$ cat src/rtl/rst_sup_pkg.sv
package rst_sup_pkg;
  localparam int unsigned FAN_W = 8;
  typedef logic [FAN_W-1:0] fan_code_t;

  localparam fan_code_t FAN_IDLE_CODE = '0;
  localparam fan_code_t FAN_FULL_CODE = '1;

  function automatic int unsigned hold_cycles(input int unsigned clk_khz,
                                              input int unsigned hold_ms);
    int unsigned n;
    n = clk_khz * hold_ms;
    return (n == 0) ? 1 : n;
  endfunction
endpackage

$ cat src/rtl/rst_sync.sv
module rst_sync #(
  parameter int unsigned STAGES = 2
) (
  input  logic clk_i,
  input  logic rst_ni,
  input  logic d_i,
  output logic q_o
);
  logic [STAGES-1:0] chain_q;

  always_ff @(posedge clk_i or negedge rst_ni) begin
    if (!rst_ni) chain_q <= '0;
    else         chain_q <= {chain_q[STAGES-2:0], d_i};
  end

  assign q_o = chain_q[STAGES-1];
endmodule

$ cat src/rtl/rst_hold_timer.sv
module rst_hold_timer #(
  parameter int unsigned HOLD_CYCLES = 4
) (
  input  logic clk_i,
  input  logic rst_ni,
  input  logic cause_i,
  output logic active_o
);
  localparam int unsigned CNT_W = (HOLD_CYCLES < 2) ? 1 : $clog2(HOLD_CYCLES);
  localparam logic [CNT_W-1:0] LAST = CNT_W'(HOLD_CYCLES - 1);

  logic             active_q;
  logic [CNT_W-1:0] cnt_q;

  always_ff @(posedge clk_i or negedge rst_ni) begin
    if (!rst_ni) begin
      active_q <= 1'b1;
      cnt_q    <= '0;
    end else if (cause_i) begin
      active_q <= 1'b1;
      cnt_q    <= '0;
    end else if (active_q) begin
      if (cnt_q == LAST) begin
        active_q <= 1'b0;
        cnt_q    <= '0;
      end else begin
        cnt_q <= cnt_q + 1'b1;
      end
    end
  end

  assign active_o = active_q;

  p_no_release_on_cause_r5: assert property (@(posedge clk_i) disable iff (!rst_ni)
    $fell(active_q) |-> !$past(cause_i));
  p_restart_on_cause_r5: assert property (@(posedge clk_i) disable iff (!rst_ni)
    cause_i |=> (active_q && cnt_q == '0));
  p_cnt_bound_r5: assert property (@(posedge clk_i) disable iff (!rst_ni)
    cnt_q <= LAST);
  p_idle_cnt_zero_r5: assert property (@(posedge clk_i) disable iff (!rst_ni)
    !active_q |-> cnt_q == '0);
endmodule

$ cat src/rtl/fan_override.sv
module fan_override
  import rst_sup_pkg::*;
(
  input  logic      force_i,
  input  logic      therm_ni,
  input  fan_code_t code_i,
  output fan_code_t code_o
);
  always_comb begin
    if (!force_i)      code_o = code_i;
    else if (!therm_ni) code_o = FAN_FULL_CODE;
    else               code_o = FAN_IDLE_CODE;
  end
endmodule

$ cat src/rtl/rst_supervisor.sv
module rst_supervisor
  import rst_sup_pkg::*;
#(
  parameter int unsigned CLK_KHZ     = 25000,
  parameter int unsigned HOLD_MS     = 180,
  parameter int unsigned SYNC_STAGES = 2
) (
  input  logic            clk_i,
  input  logic            rst_ni,
  input  logic            main_rail_ok_i,
  input  logic            aux_rail_ok_i,
  input  logic            man_rst_ni,
  input  logic            aux_rst_pin_i,
  input  logic            therm_ni,
  input  logic [FAN_W-1:0] fan_code_i,
  output logic            aux_rst_oe_o,
  output logic            main_rst_oe_o,
  output logic [FAN_W-1:0] fan_code_o
);
  localparam int unsigned HOLD_CYCLES = hold_cycles(CLK_KHZ, HOLD_MS);

  logic man_req;
  logic ext_aux_raw, ext_aux_req;
  logic aux_cause, main_cause;
  logic aux_act, main_act;

  rst_sync #(.STAGES(SYNC_STAGES)) i_man_sync (
    .clk_i(clk_i), .rst_ni(rst_ni), .d_i(!man_rst_ni), .q_o(man_req)
  );

  // Own pull-down reads back as low: mask it so the line cannot latch itself.
  assign ext_aux_raw = !aux_rst_pin_i && !aux_act;

  rst_sync #(.STAGES(SYNC_STAGES)) i_ext_aux_sync (
    .clk_i(clk_i), .rst_ni(rst_ni), .d_i(ext_aux_raw), .q_o(ext_aux_req)
  );

  assign aux_cause  = !aux_rail_ok_i || ext_aux_req;
  assign main_cause = !main_rail_ok_i || man_req || aux_act;

  rst_hold_timer #(.HOLD_CYCLES(HOLD_CYCLES)) i_aux_timer (
    .clk_i(clk_i), .rst_ni(rst_ni), .cause_i(aux_cause), .active_o(aux_act)
  );

  rst_hold_timer #(.HOLD_CYCLES(HOLD_CYCLES)) i_main_timer (
    .clk_i(clk_i), .rst_ni(rst_ni), .cause_i(main_cause), .active_o(main_act)
  );

  fan_override i_fan (
    .force_i(main_act), .therm_ni(therm_ni), .code_i(fan_code_i), .code_o(fan_code_o)
  );

  assign aux_rst_oe_o  = aux_act;
  assign main_rst_oe_o = main_act;

  p_aux_rail_r1: assert property (@(posedge clk_i) disable iff (!rst_ni)
    !aux_rail_ok_i |=> aux_rst_oe_o);
  p_main_rail_r2: assert property (@(posedge clk_i) disable iff (!rst_ni)
    !main_rail_ok_i |=> main_rst_oe_o);
  p_main_follows_aux_r2: assert property (@(posedge clk_i) disable iff (!rst_ni)
    aux_rst_oe_o |=> main_rst_oe_o);
  p_manual_latency_r3: assert property (@(posedge clk_i) disable iff (!rst_ni)
    ($past(rst_ni, 3) && $past(rst_ni, 2) && $past(!man_rst_ni, 3)) |-> main_rst_oe_o);
endmodule

$ cat config.mk
export PLATFORM = sky130hd
export DESIGN_NAME = rst_supervisor
export DESIGN_NICKNAME = d
export VERILOG_FILES = /design/src/rtl/rst_sup_pkg.sv /design/src/rtl/rst_sync.sv /design/src/rtl/rst_hold_timer.sv /design/src/rtl/fan_override.sv /design/src/rtl/rst_supervisor.sv
export SDC_FILE = /design/constraint.sdc
export NUM_CORES = 1
export LEC_CHECK = 0
export ABC_AREA = 0
export BUFFER_PORTS_ARGS = -buffer_cell sky130_fd_sc_hd__clkbuf_2
export CORE_UTILIZATION = 40
export DETAILED_ROUTE_END_ITERATION = 8
export GPL_TIMING_DRIVEN = 0
export SLEW_MARGIN = 30
export SYNTH_ARGS = -nofsm -noshare
export SYNTH_HDL_FRONTEND = slang
export SYNTH_SLANG_ARGS = --single-unit
$ cat constraint.sdc
create_clock -name clk_i -period 2 [get_ports clk_i]
set_input_delay 0.4 -clock clk_i [delete_from_list [all_inputs] [get_ports clk_i]]
set_output_delay 0.4 -clock clk_i [all_outputs]
set_load 0.01 [all_outputs]
Word level (Yosys, flattened, before mapping). Index checks and enable logic that the tools add are counted.

Reductions and logical operators: 11. Add/sub/neg operators: 2. Mux-type cells: 14. Equal/unequal tests: 2.

Operators by type and width (count): 2-to-1 mux 23 bit (6); adder 23 x 1 -> 23 bit (second input constant) (2); equality test 23 bit (second input constant) (2); 2-to-1 mux 8 bit (2); 2-to-1 mux 1 bit (6); zero test 1 bit (5); nonzero test 2 bit (2); logical OR 1 bit (3); logical AND 1 bit (1).

Word-level logic and storage cells: 35. Bits of input ports: 15. Bits in registers: 52. Output and inout port bits: 10.

Logic depth before layout (Yosys ltp). Gate-level depths: netlist of the first run.

Depth after elaboration: 4. Mapped depth: 8. Depth with buffers taken out: 6.

By module. A second synthesis of the first run with hierarchy kept.

Cells, all modules: 407. Area total of the unflattened synthesis: 3469.6 um^2.

By module, submodules not included: rst_hold_timer (area each 1634.1 um^2, cells an instance 191, times used 2); rst_sync (area each 50.0 um^2, cells an instance 2, times used 2); fan_override (area each 78.8 um^2, cells an instance 17, times used 1); rst_supervisor (area each 22.5 um^2, cells an instance 4, times used 1).

Worst setup path after synthesis of the first run. OpenSTA, ideal clock, no wires.

Path kind: reg-to-reg. Start point: reg i_aux_timer.cnt_q[0]. End point: reg i_aux_timer.cnt_q[11]. Data arrival time: 1865 ps. Slack: 40 ps. Buffers on the path: 1. Setup time: 95 ps. Stages on the path, launching flop included: 8. Cell sequence: dfrtp_1 -> ha_1 -> and4_4 -> and4_4 -> buf_6 -> a21o_4 -> or4_1 -> o31ai_1.

Cells in the longest elaborated chain, start to end: 4.

RTL lines: from (decl) (line rst_hold_timer.sv:13) `logic [CNT_W-1:0] cnt_q;`; from (signal assigned) (line rst_hold_timer.sv:27) `cnt_q <= cnt_q + 1'b1;`; adder 23 x 1 -> 23 bit / equality test 23 bit (equally long branches) (line rst_hold_timer.sv:27, rst_hold_timer.sv:23); 2-to-1 mux 23 bit (*) (line rst_hold_timer.sv:23) `if (cnt_q == LAST) begin`; 2-to-1 mux 23 bit (*) (line rst_hold_timer.sv:22) `end else if (active_q) begin`; 2-to-1 mux 23 bit (*) (line rst_hold_timer.sv:19) `end else if (cause_i) begin`.

Every way passes the cells marked *; elsewhere a longest branch is shown, timed or not. The select of a mux whose other input is x is not followed. A chain may end at the register's enable or synchronous reset.

Worst setup path after layout of the first run.
Start point: reg i_main_timer.cnt_q[14]. End point: reg i_main_timer.cnt_q[14].

Cells in the longest elaborated chain, start to end: 4.

RTL lines (line): from (decl) (rst_hold_timer.sv:13); from (signal assigned) (rst_hold_timer.sv:27); adder 23 x 1 -> 23 bit / equality test 23 bit (equally long branches) (rst_hold_timer.sv:27, rst_hold_timer.sv:23); 2-to-1 mux 23 bit (*) (rst_hold_timer.sv:23); 2-to-1 mux 23 bit (*) (rst_hold_timer.sv:22); 2-to-1 mux 23 bit (*) (rst_hold_timer.sv:19).

Marked as above.

==> metrics, run 1 <==
first-pass GRT wire length=15000 µm; antenna violations before repair=0; worst slew pin tran=between 700 and 800 ps; chip width=~90 µm; Worst Skew=about 4.3 ps; Yosys reg bits=52; Vias/cell=6.13; critical path peak fanout=10; largest area contributor in the netlist=dfrtp_1; Final min period=1990 ps; clk root buf=clkbuf_8; Post-Syn Area=between 3000 and 4000 µm²; Setup crit start kind=flop; vias in the first global route=2899; Port Buf Inserts=24; Max Slew Vio Count=0; Final HPWL DP=6240 µm; crit-path max cell delay=360 ps; vias post-DR=roughly 3100; post-synthesis adder-cell area fraction=0.00765; mux contribution to synthesized area=0.00306; ys async rst share=1.00; total routed wirelength=approximately 9000 µm; Slowest cell on crit path=dfrtp_1; H-tree level count=2; post-synthesis xor/xnor area fraction=0.0214; pin count of the biggest net entering global routing=53; maximum clock frequency=502 MHz; Starting Density=0.419; LEAKAGE=about 1.5 nW; die height=92.4 µm; Yosys top cell area share=0.383; Pwr Density=496 nW/µm²; Max-Cap Viols=0; CTS tree=built; total CTS buffers=5; synth unique cells=56; relative slew slack=0.510; CP Cell Sequence=buf_2 > nor4b_1 > and3_1 > buf_6 > a21o_1 > buf_6 > nor4b_1 > a31o_2; Initial DRT Pass Iterations=5; Hold Crit Class=in2async; GP Congestion=0.846; register area share after synthesis=0.399; Post-synth EDFFs=0; clock transition at the registers of the reported paths=100 ps; hold_buf cts=0; syn avg cell area=8.77 µm²; largest family of logic cells by synthesized area=simple AND/OR/NAND/NOR gates; crit path kind=reg2reg; Final nets=427; Syn Nets=slightly below 400; clock sink total=52; outcome=finished clean; CP arrival=2190 ps; # IOs=25; clk_lat worst skew=310 ps; crit path capture type=flop; maximum VDD drop=0.000278 V; Final Hold Viols=0; DR WL/cell=around 18 µm; Final WS setup=9.05 ps; ANT nets after route=0; synth warn=0; share of layout cells above drive strength 1=0.221; CP required=2200 ps; utilization after layout=0.488; cells after synthesis=373; ranking of synthesized cells by area=dfrtp_1, nand2_1, a21oi_1, o21ai_0, nor4b_1; row cnt=32; pre-CTS setup slack=-226 ps; Top FF cell, synth=dfrtp_1; drt first-iter violations=between 200 and 250; fin crit share=0.995; area of the die=8540 µm²; Core Region=7810 µm²; GRT Overall Usage=0.221; Final setup violation count=0; Post-route DRC=0; ANT cells=0; commonest non-fill, non-tap cells in the layout=dfrtp_1, nand2_1, clkbuf_2, a21oi_1, o21ai_0; commonest non-fill, non-tap cell in the layout=dfrtp_1; grt total ovfl=0; Simple-Gate Fraction of Synth Area=0.344; clock tree buffer depth=2; compound-gate portion of the synthesized area=0.178; Layout area overhead=16.6%
## Yosys cell counts, types with 4 or more instances
cell and n:
nor4_1 10, xor2_1 5, o21ai_0 25, a31o_2 5, inv_1 10, and4_1 4, nor4b_1 11, nand3_1 16
and3_1 11, a32oi_1 4, nor2_1 21, nor3_1 13, nand2_1 41, or3_1 11, a32o_1 5, a21oi_1 27
o21a_1 4, or4_1 4, nand4b_1 4, nand3b_1 4, a22oi_1 4, dfrtp_1 50, clkbuf_1 14, nand4_1 12
## metrics by stage
step | total power (W) | hold slack [ps] | cells | cell area, µm² | TNS [ps]
finish | 0.00189 | 145 | 513 | 3810 | 0
global route | 0.00197 | 209 | 513 | 3810 | -12.8
CTS | 0.00192 | 192 | 509 | 3700 | 0
detailed placement | 0.00117 | 335 | 499 | 3520 | -3970
global placement | 0.00117 | 332 | 499 | 3520 | -3700
floorplan | 0.00112 | 104 | 373 | 3270 | 0
## layer usage
metal,up-vias,global-route usage,part of all wire
met2,83,0.331,0.44
met1,1570,0.337,0.50
met4,0,0.0456,0.0075
met5,-,0,0
met3,5,0.0287,0.045
li1,1489,-,-
## timing repair
action | CTS | global route
buffers inserted | 6 | 5
setup endpoints to repair | 39 | 26
pin swaps | 3 | 6
resized for setup | 11 | 18
## report_power, final
part,switching (W),internal (W)
clock,0.000362,0.000372
combinational,0.0000591,0.0000320
sequential,0.0000101,0.00106
## path summary, 6_finish.rpt
| path | from | end | slack (ps) | cells past startpoint |
|---|---|---|---|---|
| worst max register to register | i_main_timer.cnt_q[14] | i_main_timer.cnt_q[14] | 9 | 8 |
| worst min register to register | i_man_sync.chain_q[0] | i_man_sync.chain_q[1] | 350 | 0 |
| worst max-delay path | i_main_timer.cnt_q[14] | i_main_timer.cnt_q[14] | 9 | 8 |
| max in group asynchronous | rst_ni | i_main_timer.cnt_q[10] | 1300 | 1 |
| worst min-delay path | rst_ni | i_aux_timer.cnt_q[22] | 150 | 1 |
| min in group clk_i | aux_rst_pin_i | i_ext_aux_sync.chain_q[0] | 220 | 2 |
## worst max-delay path, delay by kind of cell, from the launching register on
kind | cells | cell delay (ps)
AO/OA/AOI/OAI | 2 | 410
AND/OR/NAND/NOR | 3 | 640
flip-flops | 1 | 360
buffers and inverters | 3 | 460
## registers in the layout, indices dropped and copies added, names as in the netlist
signal / flops
i_aux_timer.active_o: 1
i_aux_timer.cnt_q: 23
i_ext_aux_sync.chain_q: 2
i_main_timer.active_o: 1
i_main_timer.cnt_q: 23
i_man_sync.chain_q: 2
## cells by family after synthesis
kind of cell,count (synthesis)
buffers and inverters,33
DFF,52
muxes,1
and+or+nand+nor,186
AOI/OAI and AO/OA,91
xor gates and xnor gates,8
adders and majority gates,2
## cell type report
cell class / instances / area, µm²
fill: 763 / 3990
multi-input combinational: 288 / 1930
sequential: 52 / 1310
timing repair buffer: 35 / 205
tap: 102 / 128
buffer: 18 / 95.1
clock buffer: 6 / 72.6
inverter: 10 / 37.5
clock inverter: 2 / 35.0
(Power assumes the default switching activity.)
==> run 2, diff against run 1 <==
--- a/config.mk
+++ b/config.mk
@@ -9,2 +9,3 @@
 export BUFFER_PORTS_ARGS = -buffer_cell sky130_fd_sc_hd__clkbuf_2
+export CAP_MARGIN = 20
 export CORE_UTILIZATION = 40
@@ -12,2 +13,3 @@
 export GPL_TIMING_DRIVEN = 0
+export SKIP_LAST_GASP = 1
 export SLEW_MARGIN = 30
--- a/constraint.sdc
+++ b/constraint.sdc
@@ -3,2 +3,2 @@
 set_output_delay 0.4 -clock clk_i [all_outputs]
-set_load 0.01 [all_outputs]
+set_load 0.05 [all_outputs]
==> run 2 against run 1 <==
  * Core utilization hardly changed
  * Register-to-register slack better by 40 ps
  * Power is 1.8% lower
  * Fmax is 2.3% higher
  * Via count is 0.83% higher
  * Non-clock buffer count rose by 2
  * Die area is the same
  * Sequential power about the same
  * Combinational power increased by 33%
  * First-iteration DRC count rose by 13%
  * Worst setup slack better by 45 ps
==> metrics, run 2 (synthesis gave the netlist of run 1 again) <==
outcome=finished clean; Top Registers=i_aux_timer.cnt_q x23, i_main_timer.cnt_q x23; row cnt=32; Layout area overhead=16.6%; pin count of the biggest net entering global routing=53; antenna violations before repair=0; ANT cells=0; # IOs=25; total CTS buffers=5; clock sink total=52; Slowest cell on crit path=or4_4; Port Buf Inserts=24; grt total ovfl=0; Int Pwr=~0.0014 W; CTS tree=built; sequential power share=0.572; Pwr Density=488 nW/µm²; ANT nets after route=0; Placed Cells=499; clock transition at the registers of the reported paths=110 ps; commonest non-fill, non-tap cells in the layout=dfrtp_1, nand2_1, a21oi_1; total power=0.00186 W; NetSw=0.000501 W; Max Slew Vio Count=0; chip width=92.4 µm; Final Hold Viols=0; Hold Crit Class=in2async; vias in the first global route=2837; worst slew pin tran=709 ps; maximum clock frequency=514 MHz; fin crit share=0.973; Final setup violation count=0; Switching Share=0.269; worst reg2reg setup slack=50 ps; Final WS setup=53.6 ps; relative slew slack=0.527; CP required=2240 ps; die height=92.4 µm; critical path peak fanout=8; area of the die=8540 µm²; clk root buf=clkbuf_8; crit-path max cell delay=roughly 480 ps; Final nets=429; H-tree level count=2; Post-route DRC=0; Core Region=7810 µm²; maximum VDD drop=0.000405 V; Fill cells=753; clock tree buffer depth=2; first-pass GRT wire length=14300 µm; Worst Skew=between 15 and 20 ps; Clk pwr share=0.363; crit path kind=reg2reg; CP Cell Sequence=ha_2 > and4_4 > and4_4 > a21o_4 > or4_4 > o31ai_2; RSZ-0062 raised after global routing=yes; Starting Density=0.419; share of layout cells above drive strength 1=0.232; drt first-iter violations=279; GP Congestion=0.868; Crit path top cell by count=and4_4; Setup TNS=0 ps; Vias/cell=6.16; commonest non-fill, non-tap cell in the layout=dfrtp_1; vias post-DR=3173; Setup crit start kind=flop; Max-Cap Viols=0; LEAKAGE=1.55 nW; clk_lat worst skew=330 ps; Final min period=1950 ps; total routed wirelength=8820 µm; pre-CTS setup slack=-219 ps; crit path capture type=flop; Final HPWL DP=around 5900 µm; Initial DRT Pass Iterations=5; Layout Cells excl Fill=515; DR WL/cell=17.1 µm; GRT Overall Usage=0.209; CP arrival=2180 ps; proportion of power drawn by combinational gates=0.065
==> run 2: metrics by stage <==
step	hold slack (ps)	utilization	area (µm²)
final	143	0.488	3810
after global routing	186	0.488	3810
after CTS	169	0.473	3690
after detailed placement	337	0.452	3530
after global placement	335	0.451	3520
after floorplan	104	-	3280
==> run 2: repair_timing <==
action | 4_1_cts | 5_1_grt
gates resized for setup | 9 | 23
endpoints found under the hold margin | 0 | 0
cloned | 0 | 0
pin swaps | 2 | 2
setup buffers | 5 | 7
setup endpoints to repair | 35 | 26
hold buffers | 0 | 0
==> run 2: power by group through the flow <==
stage	Clock (W)	Sequential, W	Combinational, W
floorplan	0	0.00108	0.0000617
global placement	0	0.00109	0.000112
detailed placement	0	0.00109	0.000114
CTS	0.000702	0.00106	0.000123
global route	0.000733	0.00106	0.000134
finish	0.000675	0.00106	0.000121
==> run 2: layout make-up <==
class,instances,area (µm²),share of cell area
Timing Repair Buffer,36,216,0.0568
Inverter,10,37.5,0.00985
Clock inverter,3,28.8,0.00755
Tap cell,102,128,0.0335
Clock buffer,5,68.8,0.0181
Buffer,19,101,0.0266
Multi-Input combinational cell,288,1930,0.505
Sequential cell,52,1310,0.343
==> run 2: worst max-delay path: cells and delay by family (launching register included) <==
kind                       cells  cell delay [ps]
AOI/OAI and AO/OA              2              330
adders and majority gates      1              210
and+or+nand+nor                3              910
DFF                            1              410
==> run 2: layer usage <==
layer  share of wire  global-route usage
met2            0.45               0.302
met5               0                   0
met4           0.011              0.0547
met1            0.50               0.321
met3           0.043              0.0328
==> run 2: path summary, 6_finish.rpt <==
check,to,cells after the start,from
worst max-delay path,i_aux_timer.cnt_q[11],6,i_aux_timer.cnt_q[1]
worst min-delay path,i_aux_timer.cnt_q[2],1,rst_ni
worst max register to register,i_aux_timer.cnt_q[11],6,i_aux_timer.cnt_q[1]
worst min register to register,i_ext_aux_sync.chain_q[1],0,i_ext_aux_sync.chain_q[0]
max in group asynchronous,i_main_timer.cnt_q[7],1,rst_ni
min in group clk_i,i_ext_aux_sync.chain_q[0],2,aux_rst_pin_i
==> run 3, diff against run 2 <==
PLACE_DENSITY_LB_ADDON = 0.05   (was default)
==> run 3 against run 2 <==
  * Core utilization increased by 0.46 points
  * Cell area up 0.95%
  * Clock-buffer cell count rose by 1
  * Power rose by 6.1%
  * Critical path type unchanged
==> metrics, run 3 (synthesis gave the netlist of run 1 again) <==
total CTS buffers=5; Max Slew Vio Count=0; Vias/cell=6.07; Worst Skew=10.4 ps; clock transition at the registers of the reported paths=~100 ps; die height=92.4 µm; relative slew slack=0.517; pre-CTS setup slack=-303 ps; GRT Overall Usage=0.223; Top Registers=i_aux_timer.cnt_q x23, i_main_timer.cnt_q x23; RSZ-0062 raised after global routing=yes; Final setup violation count=0; Starting Density=0.419; crit path kind=reg2reg; clock sink total=52; worst hold slack=166 ps; hold_buf cts=0; Final HPWL DP=between 6000 and 7000 µm; Initial DRT Pass Iterations=5; crit-path max cell delay=470 ps; area of the die=roughly 8500 µm²; CP required=between 2000 and 2500 ps; CP arrival=approximately 2200 ps; maximum VDD drop=about 0.00028 V; pin count of the biggest net entering global routing=53; outcome=finished clean; first-pass GRT wire length=~15000 µm; Max-Cap Viols=0; Pwr Density=513 nW/µm²; DR WL/cell=17.3 µm; Core Region=7810 µm²; maximum clock frequency=515 MHz; # IOs=25; vias post-DR=about 3100; clock tree buffer depth=2; commonest non-fill, non-tap cells in the layout=dfrtp_1, nand2_1, a21oi_1; CTS tree=built; H-tree level count=2; Slowest cell on crit path=dfrtp_1; Fill cells=797; Crit path top cell by count=buf_6; vias in the first global route=2916; drt first-iter violations=approximately 130; FF/Latch Area=approximately 1300 µm²; Final WS setup=59.2 ps; chip width=92.4 µm; crit path capture type=flop; antenna violations before repair=0; critical path peak fanout=10; ANT cells=0; Layout area overhead=17.7%; CP Cell Sequence=nor4_2 > and3_1 > buf_6 > a21o_1 > buf_6 > nor4b_1 > a31o_2; worst slew pin tran=724 ps; LEAKAGE=around 1.6 nW; Final Hold Viols=0; ANT nets after route=0; Port Buf Inserts=24; Final min period=1940 ps; area of the multi-input gates=1930 µm²; share of layout cells above drive strength 1=0.239; grt total ovfl=0; commonest non-fill, non-tap cell in the layout=dfrtp_1; Post-route DRC=0; Hold Crit Class=in2async; Setup TNS=0 ps; clk_lat worst skew=~320 ps; Final nets=between 400 and 500; clk root buf=clkbuf_8; fin crit share=0.970; row cnt=32; Setup crit start kind=flop; total routed wirelength=about 8900 µm; GP Congestion=0.827
[run 3: metal layers]
metal | up-vias | track usage | wire length, µm
met5 | - | 0 | 0
met4 | 0 | 0.0521 | 77
met3 | 6 | 0.0296 | 456
met2 | 90 | 0.322 | 3750
met1 | 1549 | 0.349 | 4630
li1 | 1488 | - | -
[run 3: per-stage QoR]
stage                     utilization  total power [W]  area (µm²)  instances
after floorplan                     -          0.00115        3280        373
after global placement          0.451          0.00120        3520        499
after global routing            0.493          0.00206        3850        516
after CTS                       0.480          0.00199        3750        513
after detailed placement        0.452          0.00120        3530        499
final                           0.493          0.00197        3850        516
[run 3: path summary, 6_finish.rpt]
check | from | to | slack [ps] | cells past startpoint
worst max-delay path | i_main_timer.cnt_q[7] | i_main_timer.cnt_q[22] | 60 | 7
worst min register to register | i_ext_aux_sync.chain_q[0] | i_ext_aux_sync.chain_q[1] | 360 | 0
min in group clk_i | aux_rst_pin_i | i_ext_aux_sync.chain_q[0] | 210 | 2
worst min-delay path | rst_ni | i_aux_timer.cnt_q[9] | 170 | 1
worst max register to register | i_main_timer.cnt_q[7] | i_main_timer.cnt_q[22] | 60 | 7
max in group asynchronous | rst_ni | i_main_timer.cnt_q[0] | 1330 | 1
[run 3: final cells by class]
cell class / instances / share of cell area
clock inverter: 2 / 0.0101
clock buffer: 6 / 0.0215
tap: 102 / 0.0332
buffer: 19 / 0.0270
sequential: 52 / 0.339
timing repair buffer: 37 / 0.0582
multi-input combinational: 288 / 0.501
inverter: 10 / 0.00975
[run 3: what timing repair did]
item | CTS | global route
pin swaps | 3 | 6
endpoints found under the hold margin | 0 | 0
setup endpoints to repair | 38 | 26
setup buffers | 9 | 4
cloned | 0 | 0
resized for setup | 10 | 25
[run 3: worst max-delay path: cells and delay by family, from the launching register on]
kind	cells	cell delay (ps)
buf+inv	2	300
simple gates	3	640
compound gates	2	410
flops	1	470
[run 3: power by group]
part / switching [W] / internal, W
Clock: 0.000371 / 0.000410
Sequential: 0.00000611 / 0.00106
Combinational: 0.0000888 / 0.0000394
